--- config.mk ---
export PLATFORM = sky130hd
export DESIGN_NAME = lp_suspend_ctrl
export DESIGN_NICKNAME = d
export VERILOG_FILES = /design/src/rtl/lp_susp_pkg.sv /design/src/rtl/lp_susp_sync.sv /design/src/rtl/lp_susp_drain.sv /design/src/rtl/lp_susp_fsm.sv /design/src/rtl/lp_susp_gate.sv /design/src/rtl/lp_suspend_ctrl.sv
export SDC_FILE = /design/constraint.sdc
export NUM_CORES = 1
export LEC_CHECK = 0
export BUFFER_PORTS_ARGS = -buffer_cell sky130_fd_sc_hd__buf_2
export CORE_AREA = 4 4 41 43
export DETAILED_ROUTE_END_ITERATION = 10
export DIE_AREA = 0 0 45 47
export GPL_TIMING_DRIVEN = 0
export SYNTH_ARGS = -nofsm -noshare
export SYNTH_HDL_FRONTEND = slang
export SYNTH_HIERARCHICAL = 1
export SYNTH_SLANG_ARGS = --single-unit
--- constraint.sdc ---
create_clock -name clk -period 1.7 [get_ports clk]
set_clock_uncertainty 0.05 [all_clocks]
set_input_delay 0 -clock clk [delete_from_list [all_inputs] [get_ports clk]]
set_output_delay 0 -clock clk [all_outputs]
set_load 0.005 [all_outputs]
--- src/rtl/lp_susp_pkg.sv ---
package lp_susp_pkg;
   typedef enum logic [1:0] {
      ST_RUN   = 2'd0,
      ST_DRAIN = 2'd1,
      ST_SUSP  = 2'd2,
      ST_WAKE  = 2'd3
   } susp_state_e;

   typedef enum logic {
      SRC_REQ  = 1'b0,
      SRC_HALT = 1'b1
   } susp_src_e;
endpackage

--- src/rtl/lp_susp_sync.sv ---
module lp_susp_sync #(
   parameter int STAGES    = 2,
   parameter bit RESET_VAL = 1'b1
) (
   input  logic clk,
   input  logic rst_n,
   input  logic d_async,
   output logic q_sync
);
   if (STAGES < 2) begin : g_bad_stages
      $error("lp_susp_sync: STAGES must be at least 2");
   end

   logic [STAGES-1:0] chain_q;

   always_ff @(posedge clk or negedge rst_n) begin
      if (!rst_n) chain_q <= {STAGES{RESET_VAL}};
      else        chain_q <= {chain_q[STAGES-2:0], d_async};
   end

   assign q_sync = chain_q[STAGES-1];
endmodule

--- src/rtl/lp_susp_drain.sv ---
module lp_susp_drain #(
   parameter int N_DRAIN = 3
) (
   input  logic [N_DRAIN-1:0] idle_flags,
   output logic               drained
);
   if (N_DRAIN < 1) begin : g_bad_n
      $error("lp_susp_drain: N_DRAIN must be at least 1");
   end

   logic [N_DRAIN:0] acc;
   assign acc[0] = 1'b1;
   for (genvar i = 0; i < N_DRAIN; i++) begin : g_and
      assign acc[i+1] = acc[i] & idle_flags[i];
   end
   assign drained = acc[N_DRAIN];
endmodule

--- src/rtl/lp_susp_fsm.sv ---
module lp_susp_fsm
   import lp_susp_pkg::*;
(
   input  logic        clk,
   input  logic        rst_n,
   input  logic        cfg_en,
   input  logic        cfg_all,
   input  logic        req_act,
   input  logic        boundary,
   input  logic        halt_stb,
   input  logic        drained,
   input  logic        wake_irq,
   output susp_state_e state_q,
   output logic        mode_all_q
);
   susp_state_e state_d;
   susp_src_e   src_q, src_d;
   logic        mode_d;
   logic        accept_req, accept;

   assign accept_req = req_act & boundary;
   assign accept     = cfg_en & (accept_req | halt_stb);

   always_comb begin
      state_d = state_q;
      src_d   = src_q;
      mode_d  = mode_all_q;
      unique case (state_q)
         ST_RUN: begin
            if (accept) begin
               state_d = ST_DRAIN;
               src_d   = accept_req ? SRC_REQ : SRC_HALT;
               mode_d  = cfg_all;
            end
         end
         ST_DRAIN: begin
            if (!cfg_en || (src_q == SRC_REQ && !req_act)) state_d = ST_RUN;
            else if (drained)                              state_d = ST_SUSP;
         end
         ST_SUSP: begin
            if ((src_q == SRC_REQ && !req_act) ||
                (src_q == SRC_HALT && wake_irq))
               state_d = ST_WAKE;
         end
         ST_WAKE: state_d = ST_RUN;
         default: state_d = ST_RUN;
      endcase
   end

   always_ff @(posedge clk or negedge rst_n) begin
      if (!rst_n) begin
         state_q    <= ST_RUN;
         src_q      <= SRC_REQ;
         mode_all_q <= 1'b0;
      end else begin
         state_q    <= state_d;
         src_q      <= src_d;
         mode_all_q <= mode_d;
      end
   end
endmodule

--- src/rtl/lp_susp_gate.sv ---
module lp_susp_gate
   import lp_susp_pkg::*;
#(
   parameter bit ALL_CLK_OK = 1'b1
) (
   input  susp_state_e state,
   input  logic        mode_all,
   output logic        ack_n,
   output logic        core_en,
   output logic        sys_en
);
   assign ack_n   = !(state == ST_SUSP || state == ST_WAKE);
   assign core_en = (state != ST_SUSP);

   if (ALL_CLK_OK) begin : g_all_clk
      assign sys_en = !(state == ST_SUSP && mode_all);
   end else begin : g_core_only
      logic unused_mode;
      assign unused_mode = mode_all;
      assign sys_en      = 1'b1;
   end
endmodule

--- src/rtl/lp_suspend_ctrl.sv ---
module lp_suspend_ctrl
   import lp_susp_pkg::*;
#(
   parameter int N_DRAIN     = 3,
   parameter int SYNC_STAGES = 2,
   parameter bit ALL_CLK_OK  = 1'b1
) (
   input  logic               clk,
   input  logic               rst_n,
   input  logic               cfg_susp_en,
   input  logic               cfg_gate_all,
   input  logic               susp_req_n,
   input  logic               insn_boundary,
   input  logic               halt_stb,
   input  logic [N_DRAIN-1:0] idle_flags,
   input  logic               wake_irq,
   output logic               susp_ack_n,
   output logic               core_clk_en,
   output logic               sys_clk_en
);
   logic        req_n_s, drained, mode_all;
   susp_state_e state;

   lp_susp_sync #(.STAGES(SYNC_STAGES), .RESET_VAL(1'b1)) u_sync (
      .clk     (clk),
      .rst_n   (rst_n),
      .d_async (susp_req_n),
      .q_sync  (req_n_s)
   );

   lp_susp_drain #(.N_DRAIN(N_DRAIN)) u_drain (
      .idle_flags (idle_flags),
      .drained    (drained)
   );

   lp_susp_fsm u_fsm (
      .clk        (clk),
      .rst_n      (rst_n),
      .cfg_en     (cfg_susp_en),
      .cfg_all    (cfg_gate_all),
      .req_act    (~req_n_s),
      .boundary   (insn_boundary),
      .halt_stb   (halt_stb),
      .drained    (drained),
      .wake_irq   (wake_irq),
      .state_q    (state),
      .mode_all_q (mode_all)
   );

   lp_susp_gate #(.ALL_CLK_OK(ALL_CLK_OK)) u_gate (
      .state    (state),
      .mode_all (mode_all),
      .ack_n    (susp_ack_n),
      .core_en  (core_clk_en),
      .sys_en   (sys_clk_en)
   );
endmodule

; ---- Word level (Yosys, flattened, before mapping)
; Index checks and enable logic that the tools add are counted.
[totals]
output_inout_bits = 3
input_bits = 11
wordCells = 36
latch_bits = 0
ram_bits = 0
regBits = 6
n_memories = 0
romBits = 0
[op_classes]
n_mux = 6
order_cmp = 0
shift = 0
n_addsub = 0
n_div = 0
reduce_logical = 12
bitwise = 7
multipliers = 0
n_eq_ne = 7
[ops]
columns = op, count
row1 = 2-to-1 mux 2 bit, 4
row2 = case mux 2 bit (4 select lines), 1
row3 = bitwise AND 1 bit, 4
row4 = == test 2 bit (second input constant), 2
row5 = != test 2 x 1 -> 1 bit (second input constant), 2
row6 = logical AND 1 bit, 3
row7 = logical NOT 1 bit, 3
row8 = logical OR 1 bit, 3
row9 = != test 3 x 2 -> 1 bit (second input constant), 1
row10 = AND reduction 3 bit, 1
row11 = == test 2 x 1 -> 1 bit (second input constant), 1
row12 = logical NOT 2 bit, 1
row13 = != test 2 bit (second input constant), 1
row14 = inverter 1 bit, 2
row15 = AND reduction 2 bit, 1
row16 = 2-to-1 mux 1 bit, 1
row17 = bitwise OR 1 bit, 1

; ---- Longest topological paths before layout
; Gate-level depths: netlist of run 1.
[depth]
depth_word = 6
mapped_depth = 4
depth_no_buf = 4

; ---- Cells and area by module
; The synthesis of run 1 kept the hierarchy.
[by_module_without_submodules]
columns = module, seq_area_each_um2, area_each_um2, cells_per_inst, n_inst
row1 = lp_susp_fsm, 100.1, 202.7, 18, 1
row2 = lp_susp_sync, 52.6, 52.6, 2, 1
row3 = lp_susp_gate, 0.0, 17.5, 3, 1
row4 = lp_susp_drain, 0.0, 6.3, 1, 1
row5 = lp_suspend_ctrl, 0.0, 3.8, 1, 1

; ---- Least setup slack after synthesis of run 1
; Ideal clock, no wire load.
[synth_path]
path_type = register -> register
start = register (tool-made name)
end = register u_fsm.mode_all_q
setup_time_ps = 125
path_buffers = 0
required_time_ps = 1525
arrival_time_ps = 1067
path_stages_with_launch = 4
path_slack_ps = 458
period_less_slack_ps = 1242
cell_sequence = dfrtp_1 -> nand2b_4 -> nor3_2 -> mux2_2
[synth_rtl]
columns = item, line_no
row1 = end signal: assignment, lp_susp_fsm.sv:58  ; mode_all_q <= mode_d;
row2 = end: declaration, lp_susp_fsm.sv:14  ; output logic mode_all_q

==> flow_summary.json, run 1 <==
{
  "status": "finished, final reports clean",
  "grt_max_degree": 7,
  "routed_wl_um": 524,
  "crit_type": "register to register",
  "initial_utilization_pct": 21.73,
  "holdWs_ns": 0.007098,
  "tightest_slew_ns": 0.2844,
  "synth_cell_types": 16,
  "drv_slew": 0,
  "synth_top_family_by_area": "simple AND/OR/NAND/NOR gates",
  "yosysSeqAreaShare_pct": 53.98,
  "drv_cap": 0,
  "dieHeight_um": 47,
  "drcViolationCount": 0,
  "wire_per_inst_um": 8.733,
  "whs_path_depth": 3,
  "finalSetupTns_ns": 0,
  "layout_common_cells": "13 x buf_2, 4 x inv_1, 4 x dfrtp_1",
  "num_rows": 13,
  "worstHoldPathType": "input pin to register",
  "vias": 237,
  "gp_routability_congestion": 0.6533,
  "syn_inst": 25,
  "antenna_found_initial": 0,
  "synthXorXnorAreaFrac_pct": 0,
  "grt_pass1_wl_um": 772,
  "period_share_pct": 79.13,
  "ios": 14,
  "fin_crit_ns": 1.345,
  "die_area_mm2": 0.002115,
  "cts_resized": 0,
  "dp_worst_setup_slack_ns": 0.3404,
  "yosys.area_share.simple_pct": 21.68,
  "clock_latency_ns": 0.24,
  "layout_setup_ws_ns": 0.3548,
  "synth.avg_cell_area_um2": 11.31,
  "clk_pin_slew_ns": 0.05,
  "r2r_end": "u_fsm/src_q",
  "areaGrowthSynthToFinish_pct": 49.56,
  "cts_buffers": 3,
  "leakagePower_nw": 0.1955,
  "dp_cells": 53,
  "grt_pass1_vias": 210,
  "drt_iter0_markers": 3,
  "layout-drive-gt1-share_pct": 48.89,
  "synth_area_um2": 282.8,
  "startpoint_type": "register",
  "ant_nets": 0,
  "synthMuxAreaShare_pct": 7.965,
  "track_usage_pct": 5.657,
  "fp.dieW_um": 45,
  "cts_root_buffer": "clkbuf_4",
  "ys_seq_elements": 6,
  "r2r_cells": 3,
  "first_pass_iters": 4,
  "r2r_slack_ns": 0.35,
  "core-area_mm2": 0.001301,
  "viasPerCell": 3.950,
  "cp_data_arrival_time_ns": 1.41,
  "h-tree-depth": 1,
  "port_buffers": 13,
  "vdd_ir_drop_max_v": 0.0003160,
  "power_mw": 0.4466,
  "max_freq_ghz": 0.7434,
  "postCtsSetupRepairBufs": 0,
  "fillers": 153,
  "final_common_cell": "buf_2",
  "endpoint_kind": "register",
  "grt_overflow": 0,
  "required_ns": 1.77,
  "pwr_density_cell_mw_per_mm2": 1056,
  "finalNonFillerCells": 60,
  "ys_warn_count": 6,
  "synth_compound_area_share_pct": 11.06,
  "clock-sinks": 6,
  "antenna_cells": 0,
  "setup_viol": 0,
  "rsz0062_at_grt": "false",
  "max_slew_margin_pct": 80.79,
  "synthAdderAreaFrac_pct": 0,
  "nets": 57,
  "clockBufferDepth": 2,
  "syn_nets": 36,
  "worstHoldStart": "cfg_susp_en",
  "cts_tree": "yes",
  "cts_hold_buf": 3,
  "hold_violations": 0,
  "cp_max_fo": 6
}
==> through the flow <==
step | instance area (µm²) | util (%)
finish | 422.9 | 32.50
global route | 422.9 | 32.50
CTS | 422.9 | 32.50
detailed placement | 366.6 | 28.17
global placement | 366.6 | 28.17
floorplan | 282.8 | -
==> power by group <==
group          internal [mW]  leakage [nW]  switching (mW)
Sequential             0.178        0.0696          0.0227
Clock                 0.0888        0.0150          0.0495
Combinational         0.0644         0.111          0.0434
Total                  0.331         0.196           0.116
==> routing by layer <==
metal	part of all wire, %	global-route usage [%]	routed length (µm)	up-vias
met5	0	0	0	-
met4	0	8.772	0	0
met3	11	1.533	56	0
met2	52	8.757	273	8
met1	37	4.895	194	100
li1	-	-	-	129
==> worst max-delay path, stage by stage, from the launching register on <==
cell and delay (ns):
dfrtp_1 0.42, nand2b_4 0.17, nor3_2 0.21, mux2_2 0.37
==> kinds of logic after synthesis <==
kind of cell | count (synthesis)
buffers and inverters | 4
multiplexers | 2
AND/OR/NAND/NOR | 9
AO/OA/AOI/OAI | 4
flip-flops | 6
==> synth_stat cells <==
| master | number | area [µm²] |
|---|---|---|
| dfrtp_1 | 4 | 100.1 |
| inv_1 | 4 | 15.01 |
| dfstp_2 | 2 | 52.55 |
| mux2_2 | 2 | 22.52 |
| nand2_1 | 2 | 7.510 |
| a21o_1 | 1 | 7.510 |
| a21oi_1 | 1 | 5.000 |
| a311o_1 | 1 | 10.01 |
| and3_1 | 1 | 6.260 |
| nand2b_1 | 1 | 6.260 |
| nand2b_4 | 1 | 13.76 |
| nand3b_1 | 1 | 7.510 |
| nor2_1 | 1 | 3.750 |
| nor3_2 | 1 | 10.01 |
| nor4_1 | 1 | 6.260 |
| o41ai_1 | 1 | 8.760 |
==> worst max path at each step <==
| stage | end | slack, ns |
|---|---|---|
| 2_1_floorplan | u_fsm/mode_all_q | 0.46 |
| 3_3_place_gp | u_fsm/src_q | 0.37 |
| 3_5_place_dp | u_fsm/src_q | 0.34 |
| 4_1_cts | u_fsm/src_q | 0.33 |
| 5_1_grt | u_fsm/src_q | 0.28 |
| 6_report | u_fsm/src_q | 0.35 |
==> final cells by class <==
type                    instances  area, µm²  share of cell area, %
flip-flops and latches          6      152.6                  36.09
well taps                      15      18.77                  4.438
repair buffers                 16      95.09                  22.49
multi-input cells              15      115.1                  27.22
clock buffers                   4      26.28                  6.213
inverters                       4      15.01                  3.550
No activity file was read; power rests on OpenSTA's default activity.
==> run 2: changes to the inputs <==
==> constraint.sdc (replaced) <==
create_clock -name clk -period 1.3 [get_ports clk]
set_clock_uncertainty 0.05 [all_clocks]
set_input_delay 0 -clock clk [delete_from_list [all_inputs] [get_ports clk]]
set_output_delay 0 -clock clk [all_outputs]
set_load 0.005 [all_outputs]
==> flow_summary.json, run 2 (synthesis results as in run 1) <==
{
  "grt_pass1_vias": 228,
  "critPathSlowestCell": "dfrtp_1",
  "grt_overflow": 0,
  "cts_root_buffer": "clkbuf_4",
  "viasPerCell": 3.935,
  "hold_violations": 0,
  "nets": 59,
  "max_slew_margin_pct": 78.26,
  "ios": 14,
  "clk_pin_slew_ns": 0.05,
  "finalNonFillerCells": 62,
  "drcViolationCount": 0,
  "fin_crit_ns": 1.276,
  "cp_max_fo": 3,
  "dp_cells": 53,
  "clockBufferDepth": 2,
  "h-tree-depth": 1,
  "gp_routability_congestion": 0.6533,
  "finalSetupTns_ns": 0,
  "cts_tree": "yes",
  "tightest_slew_ns": 0.3218,
  "fp.dieW_um": 45,
  "grt_max_degree": 7,
  "antenna_cells": 0,
  "ant_nets": 0,
  "cp_data_arrival_time_ns": 1.34,
  "die_area_mm2": 0.002115,
  "rsz0062_at_grt": "true",
  "max_freq_ghz": 0.7835,
  "clock_latency_ns": 0.24,
  "layout_setup_ws_ns": 0.02364,
  "wire_per_inst_um": 9.613,
  "placed_area_um2": 366.6,
  "core-area_mm2": 0.001301,
  "first_pass_iters": 1,
  "worstHoldPathType": "input pin to register",
  "routed_wl_um": 596,
  "vdd_ir_drop_max_v": 0.0004412,
  "layout_common_cells": "13 x buf_2, 4 x dfrtp_1, 3 x clkbuf_4, 3 x dlygate4sd3_1, 3 x inv_1",
  "holdWs_ns": 0.02575,
  "leakagePower_nw": 0.2160,
  "antenna_found_initial": 0,
  "startpoint_type": "register",
  "fin_util_pct": 36.15,
  "grt_pass1_wl_um": 869,
  "final_common_cell": "buf_2",
  "drv_slew": 0,
  "dp_worst_setup_slack_ns": -0.05956,
  "clock-sinks": 6,
  "port_buffers": 13,
  "power_mw": 0.6417,
  "pwr_density_cell_mw_per_mm2": 1364,
  "areaGrowthSynthToFinish_pct": 66.37,
  "num_rows": 13,
  "max_stage_delay_ns": 0.37,
  "crit_type": "register to register",
  "drt_iter0_markers": 0,
  "final_area_um2": 470.5,
  "path_cells": "nand2b_4 -> nor3_4 -> mux2_4",
  "track_usage_pct": 6.300,
  "status": "finished, final reports clean",
  "worstHoldStart": "cfg_susp_en",
  "dieHeight_um": 47,
  "required_ns": 1.37,
  "drv_cap": 0,
  "layout-drive-gt1-share_pct": 57.45,
  "endpoint_kind": "register",
  "cts_buffers": 3,
  "setup_viol": 0,
  "period_share_pct": 98.18,
  "initial_utilization_pct": 21.73,
  "vias": 244
}
-- run 2: final cells by class --
class | count | area [µm²]
multi-input cells | 15 | 147.6
repair buffers | 18 | 110.1
well taps | 15 | 18.77
inverters | 4 | 15.01
fillers | 147 | 830.8
flip-flops and latches | 6 | 152.6
clock buffers | 4 | 26.28
-- run 2: final timing paths --
kind | slack, ns | end | depth (start not counted)
max | 0.02 | u_fsm/src_q | 3
min | 0.03 | register | 3
max reg2reg | 0.02 | u_fsm/src_q | 3
min reg2reg | 0.30 | u_sync/chain_q[1] | 0
max in group asynchronous | 0.93 | u_sync/chain_q[1] | 2
min in group asynchronous | 0.05 | u_fsm/state_q[0] | 2
-- run 2: metal layers --
metal	vias up	GRT usage, %	routed length, µm
li1	130	-	-
met1	106	5.374	213
met2	8	10.45	325
met3	0	1.533	57
met4	0	8.772	0
met5	-	0	0
-- run 2: worst max-delay path: cells and delay by family (launching register included) --
family           cells  cell delay, ns
flip-flops           1            0.37
multiplexers         1            0.33
AND/OR/NAND/NOR      2            0.40
-- run 2: repair_timing --
action | 4_1_cts | 5_1_grt
buffers inserted | 1 | 1
endpoints found under the setup margin | 2 | 3
hold buffers | 3 | 0
resized for setup | 3 | 5
endpoints found under the hold margin | 8 | 0
pin swaps | 0 | 2
-- run 2: report_power, final --
group	switching [mW]	internal, mW	leakage (nW)
Clock	0.0646	0.116	0.0150
Sequential	0.0372	0.233	0.0696
Combinational	0.0742	0.117	0.131
